### config.mk
export PLATFORM = sky130hd
export DESIGN_NAME = lpcw_target
export DESIGN_NICKNAME = d
export VERILOG_FILES = /design/src/rtl/lpcw_pkg.sv /design/src/rtl/lpcw_seq.sv /design/src/rtl/lpcw_handshake.sv /design/src/rtl/lpcw_drive.sv /design/src/rtl/lpcw_target.sv
export SDC_FILE = /design/constraint.sdc
export NUM_CORES = 1
export LEC_CHECK = 0
export BUFFER_PORTS_ARGS = -buffer_cell sky130_fd_sc_hd__buf_2
export CAP_MARGIN = 5
export CORE_MARGIN = 1.5
export CORE_UTILIZATION = 60
export DETAILED_ROUTE_END_ITERATION = 10
export GPL_TIMING_DRIVEN = 0
export PLACE_DENSITY = 0.9
export SLEW_MARGIN = 15
export SYNTH_ARGS = -nofsm -noshare
export SYNTH_HDL_FRONTEND = slang
export SYNTH_SLANG_ARGS = --single-unit
export TNS_END_PERCENT = 30
### constraint.sdc
create_clock -name clk -period 4.9 [get_ports clk]
set_clock_uncertainty 0.2 [all_clocks]
set_input_delay 0.245 -clock clk [delete_from_list [all_inputs] [get_ports clk]]
set_output_delay 0.245 -clock clk [all_outputs]
set_load 0.05 [all_outputs]
### src/rtl/lpcw_pkg.sv
package lpcw_pkg;

  typedef enum logic [3:0] {
    ST_IDLE, ST_TYPE, ST_ADDR, ST_DATA, ST_TAR,
    ST_WAIT, ST_SYNC, ST_RDLO, ST_RDHI, ST_TEND
  } lpcw_state_e;

  typedef enum logic [1:0] {
    K_NONE, K_IOWR, K_IORD, K_MEMRD
  } lpcw_kind_e;

  localparam logic [3:0] CODE_START = 4'h0;
  localparam logic [3:0] TYPE_IOWR  = 4'h2;
  localparam logic [3:0] TYPE_IORD  = 4'h0;
  localparam logic [3:0] TYPE_MEMRD = 4'h4;
  localparam logic [3:0] SYNC_READY = 4'h0;
  localparam logic [3:0] SYNC_LWAIT = 4'h6;
  localparam logic [3:0] NIB_TAR    = 4'hF;

endpackage

### src/rtl/lpcw_seq.sv
module lpcw_seq
  import lpcw_pkg::*;
#(
  parameter int ADDR_W   = 24,
  parameter int IO_NIBS  = 4,
  parameter int MEM_NIBS = 8,
  localparam int CNT_W   = $clog2(MEM_NIBS + 1)
) (
  input  logic              clk,
  input  logic              rst,
  input  logic              frame_n,
  input  logic [3:0]        nib_i,
  input  logic              rd_en,
  input  logic              memrd_en,
  input  logic              done_now,
  output lpcw_state_e       state_q,
  output lpcw_state_e       state_nx,
  output lpcw_kind_e        kind_q,
  output logic [ADDR_W-1:0] addr_sh,
  output logic [7:0]        wbyte
);

  logic [CNT_W-1:0] cnt;
  lpcw_kind_e       kind_dec;
  logic             addr_last;
  logic             mid_cycle;
  logic             counted;

  always_comb begin
    kind_dec = K_NONE;
    if (nib_i == TYPE_IOWR)                              kind_dec = K_IOWR;
    else if (nib_i == TYPE_IORD && rd_en)                kind_dec = K_IORD;
    else if (nib_i == TYPE_MEMRD && rd_en && memrd_en)   kind_dec = K_MEMRD;
  end

  assign addr_last = (kind_q == K_MEMRD) ? (cnt == CNT_W'(MEM_NIBS - 1))
                                         : (cnt == CNT_W'(IO_NIBS - 1));
  assign mid_cycle = (state_q != ST_IDLE) && (state_q != ST_TYPE);
  assign counted   = (state_q == ST_ADDR) || (state_q == ST_DATA) || (state_q == ST_TAR);

  always_comb begin
    state_nx = state_q;
    case (state_q)
      ST_IDLE: if (!frame_n && nib_i == CODE_START) state_nx = ST_TYPE;
      ST_TYPE: begin
        if (!frame_n)                state_nx = (nib_i == CODE_START) ? ST_TYPE : ST_IDLE;
        else if (kind_dec != K_NONE) state_nx = ST_ADDR;
        else                         state_nx = ST_IDLE;
      end
      ST_ADDR: if (addr_last) state_nx = (kind_q == K_IOWR) ? ST_DATA : ST_TAR;
      ST_DATA: if (cnt == CNT_W'(1)) state_nx = ST_TAR;
      ST_TAR:  if (cnt == CNT_W'(1)) state_nx = done_now ? ST_SYNC : ST_WAIT;
      ST_WAIT: if (done_now) state_nx = ST_SYNC;
      ST_SYNC: state_nx = (kind_q == K_IOWR) ? ST_TEND : ST_RDLO;
      ST_RDLO: state_nx = ST_RDHI;
      ST_RDHI: state_nx = ST_TEND;
      ST_TEND: state_nx = ST_IDLE;
      default: state_nx = ST_IDLE;
    endcase
    if (mid_cycle && !frame_n)
      state_nx = (nib_i == CODE_START) ? ST_TYPE : ST_IDLE;
  end

  always_ff @(posedge clk) begin
    if (rst) begin
      state_q <= ST_IDLE;
      kind_q  <= K_NONE;
      cnt     <= '0;
      addr_sh <= '0;
      wbyte   <= '0;
    end else begin
      state_q <= state_nx;
      if (state_nx != state_q) cnt <= '0;
      else if (counted)        cnt <= cnt + CNT_W'(1);
      if (state_q == ST_TYPE && frame_n) kind_q <= kind_dec;
      if (state_q == ST_TYPE)      addr_sh <= '0;
      else if (state_q == ST_ADDR) addr_sh <= {addr_sh[ADDR_W-5:0], nib_i};
      if (state_q == ST_DATA) begin
        if (cnt == '0) wbyte[3:0] <= nib_i;
        else           wbyte[7:4] <= nib_i;
      end
    end
  end

  // address phase never runs past the length of the decoded cycle kind
  assert_addr_len_R8: assert property (@(posedge clk) disable iff (rst)
    (state_q == ST_ADDR) |-> (cnt < ((kind_q == K_MEMRD) ? CNT_W'(MEM_NIBS) : CNT_W'(IO_NIBS))));

endmodule

### src/rtl/lpcw_handshake.sv
module lpcw_handshake
  import lpcw_pkg::*;
#(
  parameter int ADDR_W = 24
) (
  input  logic              clk,
  input  logic              rst,
  input  lpcw_state_e       state_q,
  input  lpcw_kind_e        kind_q,
  input  logic [ADDR_W-1:0] addr_sh,
  input  logic [7:0]        wbyte,
  input  logic [7:0]        be_rdata,
  input  logic              be_ack,
  output logic              be_valid,
  output logic              be_write,
  output logic [ADDR_W-1:0] be_addr,
  output logic [7:0]        be_wdata,
  output logic [7:0]        rbyte,
  output logic              done_now
);

  logic req_sent;
  logic done_q;
  logic armed;
  logic launch;
  logic accept;
  logic own_accept;

  assign armed      = (state_q == ST_TAR) || (state_q == ST_WAIT);
  assign launch     = armed && !req_sent && !be_valid;
  assign accept     = be_valid && be_ack;
  assign own_accept = accept && req_sent;
  assign done_now   = done_q || own_accept;

  always_ff @(posedge clk) begin
    if (rst) begin
      be_valid <= 1'b0;
      be_write <= 1'b0;
      be_addr  <= '0;
      be_wdata <= '0;
      rbyte    <= '0;
      req_sent <= 1'b0;
      done_q   <= 1'b0;
    end else begin
      if (launch) begin
        be_valid <= 1'b1;
        be_write <= (kind_q == K_IOWR);
        be_addr  <= addr_sh;
        be_wdata <= wbyte;
      end else if (accept) begin
        be_valid <= 1'b0;
      end
      if (!armed)      req_sent <= 1'b0;
      else if (launch) req_sent <= 1'b1;
      if (!armed)          done_q <= 1'b0;
      else if (own_accept) done_q <= 1'b1;
      if (own_accept) rbyte <= be_rdata;
    end
  end

  // an open request and its payload hold until acknowledged
  assert_valid_hold_R4: assert property (@(posedge clk) disable iff (rst)
    (be_valid && !be_ack) |=> (be_valid && $stable(be_addr) && $stable(be_wdata) && $stable(be_write)));

  // an acknowledged request is withdrawn on the next clock
  assert_valid_drop_R4: assert property (@(posedge clk) disable iff (rst)
    (be_valid && be_ack) |=> !be_valid);

endmodule

### src/rtl/lpcw_drive.sv
module lpcw_drive
  import lpcw_pkg::*;
(
  input  logic        clk,
  input  logic        rst,
  input  lpcw_state_e state_nx,
  input  logic [7:0]  rbyte,
  output logic [3:0]  nib_o,
  output logic        nib_oe
);

  logic [3:0] nib_d;
  logic       oe_d;

  always_comb begin
    oe_d  = 1'b1;
    nib_d = NIB_TAR;
    case (state_nx)
      ST_WAIT: nib_d = SYNC_LWAIT;
      ST_SYNC: nib_d = SYNC_READY;
      ST_RDLO: nib_d = rbyte[3:0];
      ST_RDHI: nib_d = rbyte[7:4];
      ST_TEND: nib_d = NIB_TAR;
      default: oe_d  = 1'b0;
    endcase
  end

  always_ff @(posedge clk) begin
    if (rst) begin
      nib_o  <= NIB_TAR;
      nib_oe <= 1'b0;
    end else begin
      nib_o  <= nib_d;
      nib_oe <= oe_d;
    end
  end

endmodule

### src/rtl/lpcw_target.sv
module lpcw_target
  import lpcw_pkg::*;
#(
  parameter int ADDR_W   = 24,
  parameter int IO_NIBS  = 4,
  parameter int MEM_NIBS = 8
) (
  input  logic              clk,
  input  logic              rst,
  input  logic              rd_en,
  input  logic              memrd_en,
  input  logic              bus_frame_n,
  input  logic [3:0]        bus_nib_i,
  output logic [3:0]        bus_nib_o,
  output logic              bus_nib_oe,
  output logic [ADDR_W-1:0] be_addr,
  output logic [7:0]        be_wdata,
  input  logic [7:0]        be_rdata,
  output logic              be_write,
  output logic              be_valid,
  input  logic              be_ack
);

  lpcw_state_e       state_q;
  lpcw_state_e       state_nx;
  lpcw_kind_e        kind_q;
  logic [ADDR_W-1:0] addr_sh;
  logic [7:0]        wbyte;
  logic [7:0]        rbyte;
  logic              done_now;

  lpcw_seq #(.ADDR_W(ADDR_W), .IO_NIBS(IO_NIBS), .MEM_NIBS(MEM_NIBS)) u_seq (
    .clk(clk), .rst(rst), .frame_n(bus_frame_n), .nib_i(bus_nib_i),
    .rd_en(rd_en), .memrd_en(memrd_en), .done_now(done_now),
    .state_q(state_q), .state_nx(state_nx), .kind_q(kind_q),
    .addr_sh(addr_sh), .wbyte(wbyte)
  );

  lpcw_handshake #(.ADDR_W(ADDR_W)) u_hs (
    .clk(clk), .rst(rst), .state_q(state_q), .kind_q(kind_q),
    .addr_sh(addr_sh), .wbyte(wbyte), .be_rdata(be_rdata), .be_ack(be_ack),
    .be_valid(be_valid), .be_write(be_write), .be_addr(be_addr),
    .be_wdata(be_wdata), .rbyte(rbyte), .done_now(done_now)
  );

  lpcw_drive u_drv (
    .clk(clk), .rst(rst), .state_nx(state_nx), .rbyte(rbyte),
    .nib_o(bus_nib_o), .nib_oe(bus_nib_oe)
  );

  // reset leaves the bus released and no request open
  assert_reset_quiet_R1: assert property (@(posedge clk)
    rst |=> (!bus_nib_oe && !be_valid));

  // ready sync of a write is followed by the final turnaround nibble
  assert_sync_then_tar_R6: assert property (@(posedge clk) disable iff (rst)
    (bus_nib_oe && bus_nib_o == SYNC_READY && kind_q == K_IOWR && bus_frame_n)
      |=> (bus_nib_oe && bus_nib_o == NIB_TAR));

  // the final turnaround nibble of a write is followed by release
  assert_release_R6: assert property (@(posedge clk) disable iff (rst)
    (bus_nib_oe && bus_nib_o == NIB_TAR && kind_q == K_IOWR) |=> !bus_nib_oe);

  // an ignored cycle type never drives the bus
  assert_quiet_unsupported_R9: assert property (@(posedge clk) disable iff (rst)
    (kind_q == K_NONE) |-> !bus_nib_oe);

  // frame strobe mid-cycle releases the bus on the next clock
  assert_abort_release_R10: assert property (@(posedge clk) disable iff (rst)
    (!bus_frame_n && state_q != ST_IDLE && state_q != ST_TYPE) |=> !bus_nib_oe);

endmodule

======== Yosys cells after proc, flatten, opt, wreduce, memory -nomap -nowiden ========
Index checks and enable logic that the tools add are counted.
word-level totals
  input bits .............................. 18
  logic and storage cells ................. 91
  register bits ........................... 91
operators by class
  $add $sub $neg .......................... 1
  eq/ne operators ......................... 22
  mux-type cells .......................... 21
  reduce and logical (&&, ||, !) cells .... 30
  bitwise logic cells ..................... 2
operators with widths
  kind                   count
  $eq A4 B3 Y1 const B   9
  $pmux W4 S9            1
  $mux W4                8
  $eq A4 B2 Y1 const B   4
  $pmux W4 S4            1
  $eq A4 B4 Y1 const B   3
  $logic_not A4 Y1       3
  $logic_and A1 B1 Y1    11
  $mux W2                5
  $eq A4 B1 Y1 const B   2
  $reduce_or A2 Y1       3
  $mux W1                5
  $reduce_or A5 Y1       1
  $add A4 B1 Y4 const B  1
  $logic_or A1 B1 Y1     4
  $ne A4 B1 Y1 const B   1
  $ne A4 B4 Y1           1
  $reduce_and A2 Y1      2
  $reduce_bool A2 Y1     2
  $reduce_bool A4 Y1     1
  $logic_not A1 Y1       3
  $mux W3                1
  $eq A2 B1 Y1 const B   1
  $eq A2 B2 Y1 const B   1
  $not A1 Y1             2

======== Longest topological paths before layout ========
  depth after elaboration ................. 14
  gate-level depth with buffers ........... 8
  depth with buffers taken out ............ 8

======== Hierarchy ========
From an unflattened synthesis, not the netlist that was laid out.
unflattened totals
  cells, all modules ...................... 456
  area, all modules ....................... 4017.6 sq um
by module, submodules not included
  module          sequential area each (sq um)  instances  area an instance (sq um)  cells each
  lpcw_seq        840.8                         1          2023.2                    248
  lpcw_handshake  880.8                         1          1751.7                    187
  lpcw_drive      100.1                         1          242.7                     21

======== Worst setup path after synthesis ========
Ideal clock, no wire load.
  path type ............................... reg-to-reg
  from .................................... register u_seq.cnt[0]
  to ...................................... register u_drv.nib_o[0]
  slack ................................... 2588 ps
  path buffers ............................ 0
  period minus slack after synthesis ...... 2312 ps
  cell stages (with the launch flop) ...... 8
  setup time .............................. 122 ps
  arrival time ............................ 1990 ps
  data required time ...................... 4578 ps
  cell sequence ........................... dfxtp_1 -> ha_1 -> or4bb_1 -> nor4_4 -> nand2b_1 -> o2bb2ai_2 -> a41o_1 -> a221o_1
between the ends
  word-level cells in the longest chain between the ends .. 7
RTL lines
  item                                          line                            RTL
  from (decl)                                   lpcw_seq.sv:23                  logic [CNT_W-1:0] cnt;
  from (signal assigned)                        lpcw_seq.sv:74                  else if (counted) cnt <= cnt + CNT_W'(1);
  $eq A4 B2 Y1 or $eq A4 B3 Y1 (tied branches)  lpcw_seq.sv:37, lpcw_seq.sv:36
  $mux W1                                       lpcw_seq.sv:36                  assign addr_last = (kind_q == K_MEMRD) ? (cnt == CNT_W'(MEM_NIBS - 1))
  $mux W4                                       lpcw_seq.sv:50                  ST_ADDR: if (addr_last) state_nx = (kind_q == K_IOWR) ? ST_DATA : ST_TAR;
  $pmux W4 S9 *                                 lpcw_seq.sv:43                  case (state_q)
  $mux W4 *                                     lpcw_seq.sv:60                  if (mid_cycle && !frame_n)
  $eq A4 B4 Y1 or $eq A4 B3 Y1 (tied branches)  lpcw_drive.sv:18                case (state_nx)
  $pmux W4 S4 *                                 lpcw_drive.sv:18
  to (signal assigned)                          lpcw_drive.sv:33                nib_o <= nib_d;
  to (decl)                                     lpcw_drive.sv:8                 output logic [3:0] nib_o,
Mark *: on every way between the ends. The rest lies on a longest branch, timed or not.
A chain may end at the register's enable or synchronous reset.

======== Worst setup path in the final report ========
  from .................................... register u_seq.cnt[0]
  to ...................................... register u_drv.nib_o[2]
The elaborated chain is that of the path after synthesis.

==> out/qor.yml <==
cells_and_area:
  layout.cells.non_filler: 624
  final_cell_mix: "nand2_1 (139), dfxtp_1 (91), a21oi_1 (77), buf_2 (61), nor2_1 (24)"
  areaGrowthSynthToFinish_pct: 18.8
  layout_commonest_cell: "nand2_1"
  drive_above_1_share_pct: 15.1
  antenna_cells: 0
  fill_cells: 429
  nets: 565
routing:
  wl_per_cell_um: 15.0
  routed_wl_mm: 9.38
  num_vias: 3588
  dr.pass1.iters: 5
  drtIter0Drc: 313
  viasPerCell: 5.75
  detail-route-antenna-nets: 0
  drc_errors: 0
global_routing:
  grt_pass1_wl_mm: 14.7
  first_global_vias: 3135
  antenna_found_initial: 0
  gr-total-overflow: 0
  track_usage_pct: 29.1
  grt_max_degree: 17
synthesis:
  ys_seq_elements: 91
  synth_flop_cell: "dfxtp_1"
  synth_edf_count: 0
  synth_fp_nets: 486
  synth_area_um2: 3750
  yosys.cell_types.count: 49
  syn_avg_cell_area_um2: 8.07
  syn_inst: 465
  async_flop_share_pct: 0
  yosys_warnings: 0
  synth_seq_area_share_pct: 48.5
sta:
  final_hold_viol_count: 0
  drv_slew: 0
  setup_viol: 0
  worst_slack_ns: 2.08
  rsz0062_at_grt: "no"
  post-route-period-util_pct: 57.5
  holdWs_ns: 0.0254
  layout_min_cycle_time_ns: 2.82
  tightest_slew_ns: 0.736
  slew_headroom_pct: 50.4
  fin_tns_setup_ns: 0
  max_clock_freq_mhz: 355
die:
  die_w_um: 82.1
  die-area_um2: 6740
  start_util_pct: 62.7
  fp.dieH_um: 82.1
  design.core.area_um2: 5990
  io_pins: 57
  num_rows: 28
setup_path:
  reg2regPathDepth: 7
  worst_ep_arrival_time_ns: 2.89
  worstPathMaxFanout: 5
  cp-start-kind: "flop"
  r2r_start: "u_seq.cnt[0]$_SDFFE_PP0P_"
  reg2reg_slack_ns: 2.08
  required_ns: 4.97
  path_class: "flop to flop"
  r2r_end: "u_drv.nib_o[2]$_SDFF_PP1_"
  endpoint_kind: "flop"
cts:
  clock_latency_ns: 0.37
  clkTransAtPathRegs_ns: 0.09
  cts.htree.levels: 3
  cts_resized: 0
  post_cts_buffers: 0
  tritoncts: "yes"
  max-clock-path-buffers: 2
  postCtsHoldBufs: 13
  cts_buffers: 9
  cts.sinks: 91
  root_buffer: "clkbuf_8"
hold_path:
  whs_path_depth: 3
  hold_start: "bus_frame_n"
  hold_class: "input port to flop"
  min_to: "u_seq.state_q[3]$_SDFF_PP0_"
placed_design:
  gp_congestion: 0.955
  dp.cells: 595
  io_buffers: 55
  post-place-ws_ns: 2.21
  dp.final_hpwl_mm: 6.33
outcome:
  status: "finished clean"
run:
  cap_violations: 0
power_and_ir_drop:
  power_uw: 1320
  p_per_area_nw_per_um2: 295
  cellLeakagePower_uw: 0.00164
  peakVddDrop_mv: 0.310
## layer usage
| metal | GRT usage [%] | share of wire, % | vias to the layer above | wire length (um) |
|---|---|---|---|---|
| li1 | - | - | 1741 | - |
| met1 | 39.1 | 44 | 1699 | 4140 |
| met2 | 46.1 | 47 | 130 | 4440 |
| met3 | 5.93 | 6.3 | 18 | 592 |
| met4 | 11.5 | 2.2 | 0 | 205 |
| met5 | 0 | 0 | - | 0 |
## power by group
part | total, uW | internal [uW] | switching, uW | leakage (uW)
combinational | 44.0 | 16.5 | 27.5 | 0.000808
clock | 535 | 257 | 278 | 0.000102
sequential | 739 | 739 | 0.173 | 0.000733
## through the flow
| stage | cell area (um2) | util, % |
|---|---|---|
| 2_1_floorplan | 3750 | - |
| 3_3_place_gp | 4120 | 68.8 |
| 3_5_place_dp | 4120 | 68.8 |
| 4_1_cts | 4460 | 74.5 |
| 5_1_grt | 4460 | 74.5 |
| 6_report | 4460 | 74.5 |
## worst max path at each step
| stage | start | to | depth (start not counted) |
|---|---|---|---|
| after floorplan | u_seq.cnt[0]$_SDFFE_PP0P_ | u_drv.nib_o[0]$_SDFF_PP1_ | 7 |
| after global placement | u_seq.cnt[0]$_SDFFE_PP0P_ | u_drv.nib_o[1]$_SDFF_PP1_ | 7 |
| after detailed placement | u_seq.cnt[0]$_SDFFE_PP0P_ | u_drv.nib_o[2]$_SDFF_PP1_ | 7 |
| after CTS | u_seq.cnt[0]$_SDFFE_PP0P_ | u_drv.nib_o[1]$_SDFF_PP1_ | 7 |
| after global routing | u_seq.cnt[0]$_SDFFE_PP0P_ | u_drv.nib_o[2]$_SDFF_PP1_ | 7 |
| final | u_seq.cnt[0]$_SDFFE_PP0P_ | u_drv.nib_o[2]$_SDFF_PP1_ | 7 |
## registers in the layout (all words and copies together) (netlist names), 2 cells and up
signal,count
u_seq.wbyte,8
u_seq.kind_q,2
u_seq.addr_sh,24
u_hs.rbyte,8
u_drv.nib_o,4
u_hs.be_addr,24
u_hs.be_wdata,8
u_seq.state_q,4
u_seq.cnt,4
## area by class of cell
cell class,instances,area (um2),area share (%)
Buffer,29,116,2.61
Multi-Input combinational cell,336,1780,40.0
Clock inverter,5,66.3,1.49
Sequential cell,91,1820,40.8
Timing Repair Buffer,68,405,9.09
Tap cell,75,93.8,2.10
Clock buffer,11,141,3.17
Inverter,9,33.8,0.757
## critical path: stages, from the launching register on
cell and delay, ns:
dfxtp_1 0.42, ha_1 0.22, or4bb_1 0.53, nor4_4 0.25, a211oi_1 0.16, a311oi_1 0.54
o21ai_0 0.19, a21o_1 0.21
## cells in the mapped netlist (all sizes together), types with 3 or more instances
master   instances  share of area (%)
nand3            4               0.53
a311oi           3               0.70
a21oi           77                 10
a21o             6                1.2
ha               3                1.0
a2111oi          3               0.87
nand2b           6                1.0
clkbuf          22                2.2
nor4             7                1.6
mux2i            9                2.4
nor2b            3               0.50
nor2            24                2.4
nand2          139                 14
and2             3               0.50
buf              7               0.90
nand3b           4               0.80
o21ai            8                1.1
a31oi            3               0.50
inv              9               0.90
nor4b            3                1.1
dfxtp           91                 49
## kinds of logic after synthesis
family | count (synthesis) | share of synthesized area, %
simple gates | 208 | 25.6
compound gates | 113 | 17.8
flops | 91 | 48.5
buf+inv | 38 | 4.00
mux | 9 | 2.40
xor+xnor | 3 | 0.700
fa+ha+maj | 3 | 1.00
No activity file was read; power rests on OpenSTA's default activity.
